===== src/rtl/gob_lock_pkg.sv =====
package gob_lock_pkg;
  localparam int unsigned GOB_W     = 4;
  localparam int unsigned CIF_GOBS  = 12;
  localparam int unsigned QCIF_GOBS = 3;

  localparam logic [GOB_W-1:0] FIRST_GOB = GOB_W'(1);
  localparam logic [GOB_W-1:0] CIF_LAST  = GOB_W'(CIF_GOBS);
  localparam logic [GOB_W-1:0] QCIF_LAST = GOB_W'(2 * QCIF_GOBS - 1);

  typedef enum logic [1:0] {
    SEQ_NONE = 2'd0,
    SEQ_ONE  = 2'd1,
    SEQ_OK   = 2'd2
  } seq_state_e;

  function automatic logic [GOB_W-1:0] last_gob(input logic qcif);
    return qcif ? QCIF_LAST : CIF_LAST;
  endfunction

  function automatic logic [GOB_W-1:0] next_gob(input logic [GOB_W-1:0] n, input logic qcif);
    logic [GOB_W-1:0] r;
    if (qcif) begin
      if (n == '0 || n >= QCIF_LAST) r = FIRST_GOB;
      else                           r = n + GOB_W'(2);
    end else begin
      if (n >= CIF_LAST) r = FIRST_GOB;
      else               r = n + GOB_W'(1);
    end
    return r;
  endfunction

  function automatic logic gob_valid(input logic [GOB_W-1:0] n, input logic qcif);
    if (qcif) return n[0] && (n <= QCIF_LAST);
    return (n != '0) && (n <= CIF_LAST);
  endfunction
endpackage


===== src/rtl/glc_fault_cnt.sv =====
module glc_fault_cnt #(
  parameter  int unsigned CNT_MAX = 256,
  localparam int unsigned CNT_W   = $clog2(CNT_MAX + 1)
) (
  input  logic             clk_i,
  input  logic             rst_ni,
  input  logic             inc_i,
  input  logic             clr_i,
  output logic [CNT_W-1:0] cnt_o
);
  localparam logic [CNT_W-1:0] TOP = CNT_W'(CNT_MAX);

  logic [CNT_W-1:0] cnt_q;

  always_ff @(posedge clk_i or negedge rst_ni) begin
    if (!rst_ni)                  cnt_q <= '0;
    else if (clr_i)               cnt_q <= '0;
    else if (inc_i && cnt_q != TOP) cnt_q <= cnt_q + CNT_W'(1);
  end

  assign cnt_o = cnt_q;


  cnt_sat_chk: assert property (@(posedge clk_i) disable iff (!rst_ni)
    (cnt_q == TOP && !clr_i) |=> (cnt_q == TOP));
endmodule


===== src/rtl/glc_seq_track.sv =====
module glc_seq_track import gob_lock_pkg::*; (
  input  logic             clk_i,
  input  logic             rst_ni,
  input  logic             qcif_i,
  input  logic             reset_i,   // new lock from picture: none seen, restart checking
  input  logic             pic_i,     // normal picture boundary
  input  logic             load_i,    // new lock from GOB start
  input  logic             step_i,
  input  logic [GOB_W-1:0] num_i,
  output logic [GOB_W-1:0] cur_o
);
  seq_state_e       st_q;
  logic [GOB_W-1:0] cur_q;

  always_ff @(posedge clk_i or negedge rst_ni) begin
    if (!rst_ni) begin
      st_q  <= SEQ_NONE;
      cur_q <= '0;
    end else if (reset_i) begin
      st_q  <= SEQ_NONE;
      cur_q <= '0;
    end else if (load_i) begin
      st_q  <= SEQ_ONE;
      cur_q <= num_i;
    end else if (pic_i) begin
      cur_q <= '0;
    end else if (step_i) begin
      unique case (st_q)
        SEQ_NONE: begin
          st_q  <= SEQ_ONE;
          cur_q <= num_i;
        end
        SEQ_ONE: begin
          if (num_i == next_gob(cur_q, qcif_i)) st_q <= SEQ_OK;
          cur_q <= num_i;
        end
        default: cur_q <= next_gob(cur_q, qcif_i);
      endcase
    end
  end

  assign cur_o = cur_q;


  seq_new_chk: assert property (@(posedge clk_i) disable iff (!rst_ni)
    (step_i && !reset_i && !load_i && !pic_i && st_q != SEQ_OK) |=> (cur_q == $past(num_i)));
endmodule


===== src/rtl/glc_fill_gen.sv =====
module glc_fill_gen import gob_lock_pkg::*; (
  input  logic             clk_i,
  input  logic             rst_ni,
  input  logic             qcif_i,
  input  logic             go_i,
  input  logic [GOB_W-1:0] first_i,
  input  logic [GOB_W-1:0] stop_i,   // exclusive end
  input  logic             full_i,   // first == stop means a whole picture
  output logic             busy_o,
  output logic [GOB_W-1:0] gob_o
);
  logic             busy_q;
  logic [GOB_W-1:0] gob_q, stop_q, nxt;

  assign nxt = next_gob(gob_q, qcif_i);

  always_ff @(posedge clk_i or negedge rst_ni) begin
    if (!rst_ni) begin
      busy_q <= 1'b0;
      gob_q  <= '0;
      stop_q <= '0;
    end else if (busy_q) begin
      if (nxt == stop_q) busy_q <= 1'b0;
      else               gob_q  <= nxt;
    end else if (go_i && (first_i != stop_i || full_i)) begin
      busy_q <= 1'b1;
      gob_q  <= first_i;
      stop_q <= stop_i;
    end
  end

  assign busy_o = busy_q;
  assign gob_o  = gob_q;


  fill_range_chk: assert property (@(posedge clk_i) disable iff (!rst_ni)
    busy_q |-> gob_valid(gob_q, qcif_i));
endmodule


===== src/rtl/gob_lock_ctrl.sv =====
module gob_lock_ctrl import gob_lock_pkg::*; #(
  parameter  int unsigned CNT_MAX = 256,
  localparam int unsigned CNT_W   = $clog2(CNT_MAX + 1)
) (
  input  logic             clk_i,
  input  logic             rst_ni,
  input  logic             pic_start_i,
  input  logic             gob_start_i,
  input  logic [GOB_W-1:0] gob_num_i,
  input  logic             flt_missing_i,
  input  logic             flt_nomatch_i,
  input  logic             flt_coef_i,
  input  logic             frame_err_i,
  input  logic             qcif_i,
  input  logic             recover_gob_i,
  input  logic             hold_i,
  input  logic             freeze_i,
  input  logic             err_frame_only_i,
  input  logic             cnt_clr_i,
  output logic             locked_o,
  output logic             err_no,
  output logic [CNT_W-1:0] fault_cnt_o,
  output logic [GOB_W-1:0] cur_gob_o,
  output logic             fill_valid_o,
  output logic [GOB_W-1:0] fill_gob_o,
  output logic             parser_en_o
);
  logic locked_q, relock_q, need_pic_q, seen_pic_q, freeze_q, hold_q, err_nq;
  logic locked_d, relock_d, need_pic_d, seen_pic_d, freeze_d;
  logic cnt_inc, lock_err, err_evt;
  logic fill_go, fill_full, fill_busy;
  logic [GOB_W-1:0] fill_first, fill_stop, cur_gob;
  logic seq_reset, seq_pic, seq_load, seq_step;
  logic any_flt, num_ok;

  assign any_flt = flt_missing_i | flt_nomatch_i | flt_coef_i;
  assign num_ok  = gob_valid(gob_num_i, qcif_i);

  always_comb begin
    locked_d   = locked_q;
    relock_d   = 1'b0;
    need_pic_d = need_pic_q;
    seen_pic_d = seen_pic_q;
    freeze_d   = freeze_q;
    cnt_inc    = 1'b0;
    lock_err   = 1'b0;
    fill_go    = 1'b0;
    fill_first = next_gob(cur_gob, qcif_i);
    fill_stop  = FIRST_GOB;
    fill_full  = 1'b0;
    seq_reset  = 1'b0;
    seq_pic    = 1'b0;
    seq_load   = 1'b0;
    seq_step   = 1'b0;
    if (hold_i) begin
      locked_d   = 1'b0;
      need_pic_d = 1'b1;
    end else if (relock_q) begin
      locked_d = 1'b1;
    end else if (locked_q) begin
      if (any_flt) begin
        locked_d = 1'b0;
        cnt_inc  = 1'b1;
        lock_err = 1'b1;
      end else if (gob_start_i && !num_ok) begin
        locked_d = 1'b0;
        lock_err = 1'b1;
      end else if (pic_start_i) begin
        if (freeze_i) begin
          locked_d = 1'b0;
          freeze_d = 1'b1;
        end else if (cur_gob != last_gob(qcif_i)) begin
          // unexpected picture start: drop one cycle, resync
          locked_d  = 1'b0;
          relock_d  = 1'b1;
          cnt_inc   = 1'b1;
          lock_err  = 1'b1;
          fill_go   = 1'b1;
          fill_full = (cur_gob == '0);
          seq_reset = 1'b1;
        end else begin
          seq_pic = 1'b1;
        end
      end else if (gob_start_i) begin
        seq_step = 1'b1;
      end
    end else begin
      if (pic_start_i) begin
        if (freeze_i) begin
          freeze_d = 1'b1;
        end else begin
          locked_d   = 1'b1;
          need_pic_d = 1'b0;
          seen_pic_d = 1'b1;
          freeze_d   = 1'b0;
          seq_reset  = 1'b1;
          if (seen_pic_q && !freeze_q) begin
            fill_go   = 1'b1;
            fill_full = (cur_gob == '0);
          end
        end
      end else if (gob_start_i && num_ok && recover_gob_i && !need_pic_q && !freeze_q) begin
        locked_d  = 1'b1;
        seq_load  = 1'b1;
        fill_go   = 1'b1;
        fill_stop = gob_num_i;
      end
    end
  end

  assign err_evt = err_frame_only_i ? frame_err_i : (lock_err | frame_err_i);

  always_ff @(posedge clk_i or negedge rst_ni) begin
    if (!rst_ni) begin
      locked_q   <= 1'b0;
      relock_q   <= 1'b0;
      need_pic_q <= 1'b1;
      seen_pic_q <= 1'b0;
      freeze_q   <= 1'b0;
      hold_q     <= 1'b0;
      err_nq     <= 1'b1;
    end else begin
      locked_q   <= locked_d;
      relock_q   <= relock_d;
      need_pic_q <= need_pic_d;
      seen_pic_q <= seen_pic_d;
      freeze_q   <= freeze_d;
      hold_q     <= hold_i;
      err_nq     <= ~err_evt;
    end
  end

  glc_fault_cnt #(.CNT_MAX(CNT_MAX)) u_cnt (
    .clk_i  (clk_i),
    .rst_ni (rst_ni),
    .inc_i  (cnt_inc),
    .clr_i  (cnt_clr_i),
    .cnt_o  (fault_cnt_o)
  );

  glc_seq_track u_seq (
    .clk_i   (clk_i),
    .rst_ni  (rst_ni),
    .qcif_i  (qcif_i),
    .reset_i (seq_reset),
    .pic_i   (seq_pic),
    .load_i  (seq_load),
    .step_i  (seq_step),
    .num_i   (gob_num_i),
    .cur_o   (cur_gob)
  );

  glc_fill_gen u_fill (
    .clk_i   (clk_i),
    .rst_ni  (rst_ni),
    .qcif_i  (qcif_i),
    .go_i    (fill_go),
    .first_i (fill_first),
    .stop_i  (fill_stop),
    .full_i  (fill_full),
    .busy_o  (fill_busy),
    .gob_o   (fill_gob_o)
  );

  assign locked_o     = locked_q;
  assign err_no       = err_nq;
  assign cur_gob_o    = cur_gob;
  assign fill_valid_o = fill_busy;
  assign parser_en_o  = ~fill_busy & ~hold_q;


  hold_unlock_chk: assert property (@(posedge clk_i) disable iff (!rst_ni)
    hold_q |-> !locked_q);


  lock_rise_chk: assert property (@(posedge clk_i) disable iff (!rst_ni)
    $rose(locked_q) |-> $past(pic_start_i || gob_start_i || relock_q));


  relock_once_chk: assert property (@(posedge clk_i) disable iff (!rst_ni)
    (relock_q && !hold_i) |=> locked_q);
endmodule


===== config.mk =====
export PLATFORM = sky130hd
export DESIGN_NAME = gob_lock_ctrl
export DESIGN_NICKNAME = d
export VERILOG_FILES = /design/src/rtl/gob_lock_pkg.sv /design/src/rtl/glc_fault_cnt.sv /design/src/rtl/glc_seq_track.sv /design/src/rtl/glc_fill_gen.sv /design/src/rtl/gob_lock_ctrl.sv
export SDC_FILE = /design/constraint.sdc
export NUM_CORES = 1
export LEC_CHECK = 0
export ABC_AREA = 1
export BUFFER_PORTS_ARGS = -buffer_cell sky130_fd_sc_hd__buf_4
export CAP_MARGIN = 25
export CORE_AREA = 3 3 74 90
export CTS_BUF_LIST = sky130_fd_sc_hd__clkbuf_16
export CTS_CLUSTER_SIZE = 40
export DETAILED_ROUTE_END_ITERATION = 8
export DIE_AREA = 0 0 77 93
export GPL_ROUTABILITY_DRIVEN = 1
export PLACE_DENSITY = 0.61
export REMOVE_ABC_BUFFERS = 1
export SLEW_MARGIN = 20
export SYNTH_ARGS = -nofsm -noshare
export SYNTH_HDL_FRONTEND = slang
export SYNTH_SLANG_ARGS = --single-unit

===== constraint.sdc =====
create_clock -name clk_i -period 3.2 [get_ports clk_i]
set_input_delay 0 -clock clk_i [delete_from_list [all_inputs] [get_ports clk_i]]
set_output_delay 0 -clock clk_i [all_outputs]
set_load 0.03 [all_outputs]

==> reports/qor.txt <==
TIMING
---------------------------------------------------------------------------------
Worst clock skew                                                       0.00164 ns
Final number of max-transition violations                                       0
Post-route setup TNS                                                         0 ns
RSZ-0062 raised after global routing                                           no
Final critical delay including setup and external delays                  2.35 ns
Max Clock Freq                                                            426 MHz
Final-report hold violation count                                               0
Worst slew slack as a fraction of its limit                                 60.8%
Final setup violation count                                                     0
Fin crit share                                                              73.3%
Worst-margin pin slew                                                    0.583 ns

SETUP PATH
---------------------------------------------------------------------------------
Crit-path max cell delay                                                  0.49 ns
Arrival time at the worst endpoint                                        2.51 ns
Cell chain of the critical path                                      inv_1 -> ha_1 -> inv_1 -> nand2_1 -> o21ai_2 -> nand2_1 -> nand2_1 -> nand2_1 -> nand3_1 -> nand2_1 -> nor2_1 -> nand3_1 -> nand2_2 -> nand2_2 -> nand2_1 -> nand2_1
Worst setup path category                                                 reg2reg
Reg2reg start                                                        u_seq.cur_o[0]
Required time reported for the critical path endpoint                     3.36 ns
Cell type of the slowest stage on the worst timing path              sky130_fd_sc_hd__dfrtp_1
Launch point of the worst path                                       u_seq.cur_o[0]
Setup crit end kind                                                          flop
Crit start category                                                          flop
Largest fanout on the critical path                                            11
Worst path most repeated cell                                        sky130_fd_sc_hd__nand2_1
R2r setup slk                                                             0.85 ns

FINISH
---------------------------------------------------------------------------------
Share of layout cells above drive strength 1                                18.0%
Synthesis-to-layout area growth                                             23.4%
Total of fill cells in the finished design                                    615
Ant diodes                                                                      0
Post-layout net count                                                         411
Final Non-Filler Cells                                                        466

ROUTE
---------------------------------------------------------------------------------
First-pass iteration count of the detailed router                               4
Final WL                                                                  5930 um
Metal3 WL                                                                  272 um
Top layer used by detailed routing                                           met4
Antenna violation net count after detailed routing                              0
Post-detailed-route wirelength per cell                                   12.7 um
Vias per Instance                                                            4.97
DRT iter0 DRCs                                                                122
Detailed-route wire length on metal 1                                     2610 um
DRC errors left                                                                 0
Metal2 WL                                                                 2960 um
Via Count                                                                    2318

LOGIC SYNTHESIS
---------------------------------------------------------------------------------
Synth Area per Inst                                                      6.91 um2
Yosys cell types                                                               35
Post-Syn Area                                                         0.00233 mm2
Largest area contributor in the synthesized netlist                  sky130_fd_sc_hd__dfrtp_1
Synth top area cells                                                 sky130_fd_sc_hd__dfrtp_1 (31%), sky130_fd_sc_hd__nand2_1 (12%), sky130_fd_sc_hd__nand3_1 (8.4%)
Share of synthesized flip-flops with an asynchronous set or reset            100%
Area share of the leading cell type in the synthesized netlist              31.2%
Seq/Total Area, Yosys                                                       33.4%
Most frequently used flop master after synthesis                     sky130_fd_sc_hd__dfrtp_1
Syn Inst Count                                                                337
Synthesized flop and latch total                                               31
Number of warnings reported in the yosys synthesis log                          0
Count of flip-flops with a built-in enable after synthesis                      0

DIE
---------------------------------------------------------------------------------
Initial core utilization                                                    39.2%
Area of the placeable core                                            0.00593 mm2
Vertical die dimension                                                      93 um
Cell Rows                                                                      31
Total Die Area                                                        0.00716 mm2
I/O pins                                                                       39
Die boundary width                                                          77 um

GLOBAL ROUTING
---------------------------------------------------------------------------------
Maximum number of pins on one net before global-route repair                   32
Global-route wire length before repair                                   10300 um
Total global-route track usage                                              17.7%
Number of antenna violations at the first check in global routing               0
Global route overflow                                                           0
Vias in the first global route                                               2252

CLOCKING
---------------------------------------------------------------------------------
Cts bufs inserted                                                               5
Maximum clock insertion buffer count                                            2
Number of cells upsized or downsized after cts                                  0
Num Clock Sinks                                                                31
Clk Tree Root Cell                                                   sky130_fd_sc_hd__clkbuf_16
Post-CTS setup buffer count                                                     0
CTS tree                                                                     done
Clock latency of the later-clocked register in the worst-skew pair        0.27 ns
Reg clk slew, reported paths                                              0.05 ns
Total number of H-tree levels                                                   2
Number of hold buffers added after CTS                                          4

OUTCOME
---------------------------------------------------------------------------------
Status                                                               finished, final reports clean

PLACED DESIGN
---------------------------------------------------------------------------------
Number of placed cells counting well taps                                     454
Half-perimeter wire length after placement                                4690 um
Buffers added on ports                                                         38
Final Wtd Congestion                                                        0.861

MIN PATH
---------------------------------------------------------------------------------
Start point of the worst hold path                                   err_frame_only_i
Path type of the worst min-delay path                                      in2reg

PWR
---------------------------------------------------------------------------------
Leakage dissipation                                                       1.45 nW
IR Drop Worst-Case VDD                                                   0.294 mV
Pwr dens                                                               545 mW/mm2

RUN
---------------------------------------------------------------------------------
Number of maximum-capacitance violations                                        0

-- layer usage --
layer  up-vias  global-route usage, %
li1       1189                      -
met1      1063                   22.3
met5         -                      0
met4         0                   4.60
met3         9                   3.08
met2        57                   31.2
-- synth_stat cells (2+ instances only) --
master	number
sky130_fd_sc_hd__o21ai_1	2
sky130_fd_sc_hd__xnor2_1	2
sky130_fd_sc_hd__nand4_1	5
sky130_fd_sc_hd__a21oi_1	11
sky130_fd_sc_hd__nor2_1	34
sky130_fd_sc_hd__ha_1	10
sky130_fd_sc_hd__xor2_1	8
sky130_fd_sc_hd__nand2_1	75
sky130_fd_sc_hd__nand3_1	39
sky130_fd_sc_hd__dfstp_2	2
sky130_fd_sc_hd__o21ai_0	29
sky130_fd_sc_hd__dfrtp_1	29
sky130_fd_sc_hd__o22ai_1	2
sky130_fd_sc_hd__nand2_2	3
sky130_fd_sc_hd__inv_1	42
sky130_fd_sc_hd__nor3_1	15
sky130_fd_sc_hd__nand3_2	3
sky130_fd_sc_hd__a21boi_0	2
sky130_fd_sc_hd__inv_2	8
-- final cells by class --
| cell class | count | area [um2] | area share [%] |
|---|---|---|---|
| inverters | 51 | 196 | 6.83 |
| clock buffers | 5 | 125 | 4.35 |
| flip-flops and latches | 31 | 778 | 27.1 |
| well taps | 82 | 103 | 3.57 |
| multi-input cells | 252 | 1330 | 46.3 |
| repair buffers | 42 | 325 | 11.3 |
| clock inverters | 3 | 15.0 | 0.522 |
-- worst max-delay path, delay by kind of cell, from the launching register on --
| kind | cells | cell delay (ns) |
|---|---|---|
| AND/OR/NAND/NOR | 12 | 1.20 |
| flip-flops | 1 | 0.49 |
| AO/OA/AOI/OAI | 1 | 0.08 |
| adder cells (fa/ha/maj) | 1 | 0.27 |
| buffers and inverters | 2 | 0.19 |
-- worst paths after layout --
check	to	depth (start not counted)
worst max-delay path	u_fill.gob_o[3]	16
worst min-delay path	err_no	3
worst max register to register	u_fill.gob_o[3]	16
worst min register to register	seen_pic_q	1
max in group asynchronous	need_pic_q	2
min in group asynchronous	freeze_q	2
-- registers in the layout (all words and copies together) (netlist names) --
signal	count
u_cnt.cnt_o	9
need_pic_q	1
u_fill.busy_o	1
locked_o	1
relock_q	1
seen_pic_q	1
u_seq.st_q	2
freeze_q	1
u_seq.cur_o	4
hold_q	1
u_fill.gob_o	4
u_fill.stop_q	4
err_no	1
-- metrics by stage --
| step | util (%) | setup WS (ns) | power [W] | instance area, um2 | hold WS, ns |
|---|---|---|---|---|---|
| 3_3_place_gp | 45.4 | 0.896 | 0.00112 | 2690 | -0.0442 |
| 3_5_place_dp | 45.4 | 0.897 | 0.00113 | 2690 | -0.0395 |
| 5_1_grt | 48.4 | 0.554 | 0.00170 | 2870 | 0.0449 |
| 2_1_floorplan | - | 1.06 | 0.000927 | 2310 | -0.296 |
| 6_report | 48.4 | 0.854 | 0.00157 | 2870 | 0.0282 |
| 4_1_cts | 48.4 | 0.869 | 0.00159 | 2870 | 0.0327 |
-- power breakdown --
group          internal (W)  switching, W  leakage, nW
clock network      0.000282      0.000163       0.0649
registers          0.000444     0.0000865        0.404
logic              0.000222      0.000369        0.985
-- placed cells by master (no fill, tap or decap), drive strengths merged --
| cell | synthesis | layout |
|---|---|---|
| clkbuf | 1 | 5 |
| clkinvlp | 0 | 1 |
| xnor2 | 2 | 2 |
| or2 | 1 | 1 |
| nor3 | 15 | 15 |
| a21boi | 2 | 2 |
| and3 | 1 | 1 |
| dfrtp | 29 | 29 |
| dlygate4sd3 | 0 | 4 |
| ha | 10 | 10 |
| nand2 | 79 | 79 |
| clkinv | 0 | 2 |
| o22ai | 3 | 3 |
| buf | 2 | 38 |
| xor2 | 8 | 8 |
| nand4 | 6 | 6 |
| nand3 | 43 | 43 |
| inv | 51 | 51 |
| a21oi | 11 | 11 |
| a211oi | 1 | 1 |
| nor2 | 36 | 36 |
| a31oi | 1 | 1 |
| nor4 | 1 | 1 |
| dfstp | 2 | 2 |
| o21ai | 32 | 32 |
-- kinds of logic (layout without fill, tap and decap cells) --
family / count (synthesis) / after routing / share of synthesized area [%]
AOI/OAI and AO/OA: 50 / 50 / 11.7
adders and majority gates: 10 / 10 / 5.37
and+or+nand+nor: 182 / 182 / 36.3
DFF: 31 / 31 / 33.4
buffers and inverters: 54 / 101 / 9.40
xor gates and xnor gates: 10 / 10 / 3.76
(Power assumes the default switching activity.)
